<file path="src/rtl/rmw_pkg.sv">
package rmw_pkg;

    localparam int ADDR_W = 10;
    localparam int DAT_W  = 8;
    localparam int REC_W  = ADDR_W + 2 * DAT_W;

    typedef struct packed {
        logic [ADDR_W-1:0] addr;
        logic [DAT_W-1:0]  mask;
        logic [DAT_W-1:0]  data;
    } rmw_rec_t;

    typedef enum logic [2:0] {
        S_IDLE,
        S_LOAD,
        S_RD,
        S_RWAIT,
        S_WR,
        S_NEXT
    } rmw_state_t;

    function automatic logic [DAT_W-1:0] merge_bits(
        input logic [DAT_W-1:0] old_v,
        input logic [DAT_W-1:0] mask,
        input logic [DAT_W-1:0] data
    );
        return (old_v & ~mask) | (data & mask);
    endfunction

endpackage

</file>
<file path="src/rtl/rmw_rec_fetch.sv">
module rmw_rec_fetch
    import rmw_pkg::*;
#(
    parameter int NUM_REC = 8,
    parameter int IDX_W   = 3
) (
    input  logic             clk,
    input  logic             rst,
    input  logic             clear,
    input  logic             load,
    input  logic             advance,
    input  logic [REC_W-1:0] rom_data,
    output logic [IDX_W-1:0] idx,
    output rmw_rec_t         rec_q,
    output logic             rom_zero,
    output logic             last
);

    rmw_rec_t rom_rec;

    assign rom_rec  = rmw_rec_t'(rom_data);
    assign rom_zero = (rom_rec.mask == '0);
    assign last     = (idx == IDX_W'(NUM_REC - 1));

    always_ff @(posedge clk) begin
        if (rst) begin
            idx   <= '0;
            rec_q <= '0;
        end else begin
            if (clear) begin
                idx <= '0;
            end else if (advance) begin
                idx <= idx + 1'b1;
            end
            if (load) begin
                rec_q <= rom_rec;
            end
        end
    end

endmodule

</file>
<file path="src/rtl/rmw_seq.sv">
module rmw_seq
    import rmw_pkg::*;
(
    input  logic             clk,
    input  logic             rst,
    input  logic             start,
    input  logic             rom_zero,
    input  logic             last,
    input  rmw_rec_t         rec,
    input  logic             waitreq,
    input  logic             rvalid,
    input  logic [DAT_W-1:0] rdata,
    output logic             clear,
    output logic             load,
    output logic             advance,
    output logic             bus_read,
    output logic             bus_write,
    output logic [DAT_W-1:0] bus_wdata,
    output logic             done
);

    rmw_state_t       state_q, state_d;
    logic [DAT_W-1:0] wdata_q;

    always_comb begin
        state_d = state_q;
        unique case (state_q)
            S_IDLE:  if (start) state_d = S_LOAD;
            S_LOAD:  state_d = rom_zero ? S_NEXT : S_RD;
            S_RD:    if (!waitreq) state_d = S_RWAIT;
            S_RWAIT: if (rvalid) state_d = S_WR;
            S_WR:    if (!waitreq) state_d = S_NEXT;
            S_NEXT:  state_d = last ? S_IDLE : S_LOAD;
            default: state_d = S_IDLE;
        endcase
    end

    always_ff @(posedge clk) begin
        if (rst) begin
            state_q <= S_IDLE;
            wdata_q <= '0;
        end else begin
            state_q <= state_d;
            if (state_q == S_RWAIT && rvalid) begin
                wdata_q <= merge_bits(rdata, rec.mask, rec.data);
            end
        end
    end

    assign clear     = (state_q == S_IDLE) && start;
    assign load      = (state_q == S_LOAD);
    assign advance   = (state_q == S_NEXT) && !last;
    assign done      = (state_q == S_NEXT) && last;
    assign bus_read  = (state_q == S_RD);
    assign bus_write = (state_q == S_WR);
    assign bus_wdata = wdata_q;

endmodule

</file>
<file path="src/rtl/rmw_engine.sv">
module rmw_engine
    import rmw_pkg::*;
#(
    parameter int NUM_REC = 8,
    localparam int IDX_W  = (NUM_REC > 1) ? $clog2(NUM_REC) : 1
) (
    input  logic              clk,
    input  logic              rst,
    input  logic              start,
    output logic              done,
    output logic [IDX_W-1:0]  rom_addr,
    input  logic [REC_W-1:0]  rom_data,
    output logic [ADDR_W-1:0] bus_addr,
    output logic              bus_read,
    output logic              bus_write,
    output logic [DAT_W-1:0]  bus_wdata,
    input  logic [DAT_W-1:0]  bus_rdata,
    input  logic              bus_waitreq,
    input  logic              bus_rvalid
);

    logic     clear, load, advance, rom_zero, last;
    rmw_rec_t rec_q;

    rmw_rec_fetch #(
        .NUM_REC (NUM_REC),
        .IDX_W   (IDX_W)
    ) u_fetch (
        .clk      (clk),
        .rst      (rst),
        .clear    (clear),
        .load     (load),
        .advance  (advance),
        .rom_data (rom_data),
        .idx      (rom_addr),
        .rec_q    (rec_q),
        .rom_zero (rom_zero),
        .last     (last)
    );

    rmw_seq u_seq (
        .clk       (clk),
        .rst       (rst),
        .start     (start),
        .rom_zero  (rom_zero),
        .last      (last),
        .rec       (rec_q),
        .waitreq   (bus_waitreq),
        .rvalid    (bus_rvalid),
        .rdata     (bus_rdata),
        .clear     (clear),
        .load      (load),
        .advance   (advance),
        .bus_read  (bus_read),
        .bus_write (bus_write),
        .bus_wdata (bus_wdata),
        .done      (done)
    );

    assign bus_addr = rec_q.addr;

endmodule

</file>
<file path="config.mk">
export PLATFORM = sky130hd
export DESIGN_NAME = rmw_engine
export DESIGN_NICKNAME = d
export VERILOG_FILES = /design/src/rtl/rmw_pkg.sv /design/src/rtl/rmw_rec_fetch.sv /design/src/rtl/rmw_seq.sv /design/src/rtl/rmw_engine.sv
export SDC_FILE = /design/constraint.sdc
export NUM_CORES = 1
export LEC_CHECK = 0
export ABC_CLOCK_PERIOD_IN_PS = 2770
export CAP_MARGIN = 5
export CORE_MARGIN = 1.5
export CORE_UTILIZATION = 48
export DETAILED_ROUTE_END_ITERATION = 8
export PLACE_DENSITY = 0.85
export SYNTH_ARGS = -nofsm -noshare
export SYNTH_HDL_FRONTEND = slang
export SYNTH_SLANG_ARGS = --single-unit
</file>
<file path="constraint.sdc">
create_clock -name clk -period 2.77 [get_ports clk]
set_input_delay 0.831 -clock clk [delete_from_list [all_inputs] [get_ports clk]]
set_output_delay 0.831 -clock clk [all_outputs]
set_load 0.01 [all_outputs]
</file>
Word-level counts from Yosys, hierarchy flattened
Index checks and enable logic that the tools add are counted.
- $add $sub $neg: 1
- multiply operators: 0
- divide/modulo/power cells: 0
- order comparisons: 0
- equality and inequality tests: 10
- shifts and indexed selects: 0
- muxes and demuxes: 7
- bitwise gates (word level): 4
- reductions and logical operators: 9
- operator list (operator ; number):
    3-bit case mux with 6 select lines ; 1
    8-bit AND ; 2
    3-bit two-way mux ; 5
    3-bit == test, second input constant ; 3
    8-bit logical NOT ; 1
    2-bit inequality test, second input constant ; 4
    8-bit NOT ; 1
    8-bit bitwise OR ; 1
    3-bit by 2-bit == test with 1-bit output, second input constant ; 2
    1-bit logical AND ; 4
    4-bit AND reduction ; 1
    3-bit by 1-bit adder with 3-bit output, second input constant ; 1
    3-bit by 1-bit == test with 1-bit output, second input constant ; 1
    3-bit logical NOT ; 1
    2-bit OR reduction ; 1
    1-bit logical NOT ; 1
    1-bit two-way mux ; 1
- flip-flop bits (word level): 40
- latch bits: 0
- bits in writable memories: 0
- memory bits (read-only): 0
- input bits: 39
- output and inout bits: 24
- logic and storage cells: 37
- memories: 0

Longest topological paths before layout
Gate-level depths: netlist of the first run.
- depth in word-level cells: 3
- gate-level depth with buffers: 5

Modules after synthesis
A second synthesis of the first run with hierarchy kept.
- cells, all modules: 167
- area, all modules: 1702.9 µm²
- modules (own cells, without submodules) (module ; times used ; cells an instance ; area each (µm²) ; sequential area each (µm²)):
    rmw_rec_fetch ; 1 ; 98 ; 1068.5 ; 580.6
    rmw_seq ; 1 ; 69 ; 634.4 ; 220.2

Worst setup path before layout of the first run
OpenSTA, ideal clock, no wires.
- path type: register -> output
- from: register u_fetch.idx[0]
- to: output done
- data arrival time: 946 ps
- required time: 1939 ps
- path slack: 993 ps
- cell stages (with the launch flop): 4
- buffers on the path: 0
- cell sequence: dfxtp_1 > ha_1 > ha_1 > and4b_1
- longest elaborated chain between the ends: 2
- RTL lines (what ; RTL line ; source):
    from (decl) ; rmw_rec_fetch.sv:13 ; output logic [IDX_W-1:0] idx,
    from (signal assigned) ; rmw_rec_fetch.sv:33 ; idx <= idx + 1'b1;
    3-bit == test ; rmw_rec_fetch.sv:23 ; assign last = (idx == IDX_W'(NUM_REC - 1));
    1-bit logical AND ; rmw_seq.sv:53 ; assign done = (state_q == S_NEXT) && last;
    to (decl) ; rmw_engine.sv:10 ; output logic done,
Every way passes these cells.

Worst setup path after layout of the first run
Ends and elaborated chain as after synthesis.

==> results of run 1 <==
-- cell usage after synthesis --
master     instances  share of area, %
inv_1              1              0.21
nand3_2            1              0.57
or3b_1             1              0.50
xnor2_1            1              0.50
buf_1              1              0.21
a21oi_1           30               8.5
or2_2              1              0.36
nor4_1             2              0.71
nor2b_1            4               1.4
dfxtp_1           40                45
nor2_1            11               2.3
nor3b_4            1               1.1
buf_4             10               4.3
and4bb_1           1              0.71
a211oi_1          10               4.3
a2111oi_2          2               1.7
buf_6              1              0.64
ha_1               2               1.4
or3_1              1              0.36
clkbuf_1           5               1.1
and4b_1            2               1.1
mux2i_1           10               5.7
nor3b_1            2              0.85
buf_2              7               2.0
o21a_1             2              0.85
a21o_1             2              0.85
nand2_1           56                12
nor4b_1            1              0.50
-- how the worst max path moves through the flow --
stage / endpoint
2_1_floorplan: done
3_3_place_gp: u_seq.state_q[2]
3_5_place_dp: u_seq.state_q[2]
4_1_cts: done
5_1_grt: done
6_report: done
-- state kept, by name, indices dropped and copies added, names as in the netlist --
name and flops:
u_fetch.rec_q 26, u_seq.bus_wdata 8, u_fetch.idx 3, u_seq.state_q 3
-- routing by layer --
| layer | wire [µm] | vias up |
|---|---|---|
| met5 | 0 | - |
| met4 | 52 | 0 |
| met3 | 239 | 6 |
| met2 | 1740 | 49 |
| met1 | 1720 | 688 |
| li1 | - | 796 |
-- final cells by class --
type                            instances  area share (%)
Sequential cell                        40            32.7
Clock buffer                            6            3.37
Inverter                                1           0.153
Clock inverter                          2           0.613
Timing Repair Buffer                   69            27.5
Tap cell                               46            2.35
Multi-Input combinational cell        143            33.3
-- power by group --
part           switching [mW]  total, mW  internal, mW
registers              0.0274      0.642         0.615
logic                   0.116      0.253         0.137
clock network           0.202      0.404         0.202
-- tightest hold or removal path, cell delays in order, from the launching register on --
cell,delay [ps]
dfxtp_1,310
nand2_1,50
a21oi_1,50
-- metrics by stage --
step	total power [mW]	worst slack [ps]	util, %	cell area [µm²]	hold WS (ps)
6_report	1.30	233	71.1	2450	457
5_1_grt	1.36	96.8	71.1	2450	471
4_1_cts	1.31	215	71.1	2450	457
3_5_place_dp	0.909	394	68.3	2350	447
3_3_place_gp	0.904	435	68.3	2350	441
2_1_floorplan	0.806	993	-	1760	436
-- kinds of logic (layout without fill, tap and decap cells) --
logic type | Yosys count | after routing | synth area share [%]
and+or+nand+nor | 84 | 84 | 22.4
adders and majority gates | 2 | 2 | 1.42
buffers and inverters | 25 | 78 | 8.37
DFF | 40 | 40 | 45.4
xor gates and xnor gates | 1 | 1 | 0.497
AOI/OAI and AO/OA | 46 | 46 | 16.2
muxes | 10 | 10 | 5.68
==> metrics.txt, run 1 <==
WP data required 1940 ps; Slew Limit Fails 0; Area growth syn-to-layout 38.8%; Critical Path, Cell by Cell ha_1 -> ha_1 -> and4b_1 -> clkdlybuf4s50_1; GR Util met2 33.7%; CTS Buf Count 5; Crit. End Element primary output; Max H-tree Level 2; FF-to-FF Start u_seq.state_q[0]; first-pass GRT wire length 6.27 mm; TritonCTS clock tree yes; antenna viol nets, final 0; # rows 21; drt first pass iters 4; final period utilization 91.6%; Yosys cell types 28; synthesized net count 249; largest net degree at the start of global routing 19; Initial Utilization 51.2%; commonest non-fill, non-tap cell in the layout clkdlybuf4s50_1; Slew HR 60.7%; Setup Buffers After CTS 0; worst path buffer plus inverter count 1; syn avg cell area 8.48 µm²; routability cong. 0.862; crit-path leading delay family buffers and inverters; io pins 63; number of global-route vias before repair 1477; clk_skew 7.62 ps; HP Start u_fetch.rec_q[21]; worst skew pair latency 290 ps; GR Util met3 5.89%; Hold Path Stages 2; Hold EP u_fetch.rec_q[21]; Multi-input gate area 815 µm²; min Tclk post-route 2540 ps; fmax 394 MHz; RR Endpoint u_seq.state_q[1]; status finished clean; hold crit path type flip-flop to flip-flop; antenna cells 0; PwrDens 531 nW/µm²; commonest cells after routing, fill and taps aside 62 x clkdlybuf4s50_1, 56 x nand2_1, 40 x dfxtp_1; Max Root-Sink Buffers 2; Arr. time, crit path 1710 ps; Die Area 4050 µm²; Die Ht 63.6 µm; NumNets Final 301; synthesized area 1760 µm²; sequential cell area 801 µm²; via count 1539; RSZ-0062 raised after global routing no; Residual DRC 0; global routing's busiest layer met2; critical path depth 4; Hold Buf Count CTS 0; final hold violation count 0; critical path class flip-flop to primary output; drt first-iter violations 80; met1 GRT Util 23.2%; Die W 63.6 µm; Crit Path Max Fanout 3; crit path from u_fetch.idx[0]; Yosys reg bits 40; CTS sink cnt 40; internal reg-to-reg setup slack 980 ps; fin cells 307; path depth of the worst reg2reg path 3; clock root buffer clkbuf_8; HPWL Detailed 2.70 mm; Startpoint Class flip-flop; clock-pin transition on the worst setup and hold timing paths 70 ps; global-route usage over all layers 19.5%; Synth warnings 0; share of cells above drive strength 1 7.66%; Via density 5.01; Routed WL 3.75 mm; Leakage 0.864 nW; Synth Instances 208; CP max-delay cell clkdlybuf4s50_1; GRT overflow 0; Least-Margin Pin Slew 589 ps; CORE AREA 3440 µm²; total negative slack 0 ps; Port Buffer Count 62; Max-Cap Viols 0; placed insts 299; post_cts resized 0; Final setup viols 0; Fillers 272; initial antenna violation count 0; Seq/Total Area, Yosys 45.4%; most frequent cell on the critical path ha_1; critical path's largest stage delay 530 ps; WL/cell 12.2 µm; Max VDD drop 0.475 mV
(Power assumes the default switching activity.)
==> inputs of run 2 (changes only) <==
--- a/config.mk
+++ b/config.mk
@@ -10,6 +10,7 @@
 export CORE_MARGIN = 1.5
 export CORE_UTILIZATION = 48
 export DETAILED_ROUTE_END_ITERATION = 8
+export HOLD_SLACK_MARGIN = 0.1
 export PLACE_DENSITY = 0.85
 export SYNTH_ARGS = -nofsm -noshare
 export SYNTH_HDL_FRONTEND = slang
==> results of run 2 <==
Same layout as run 1: the final DEF is identical, and so are final timing and power.
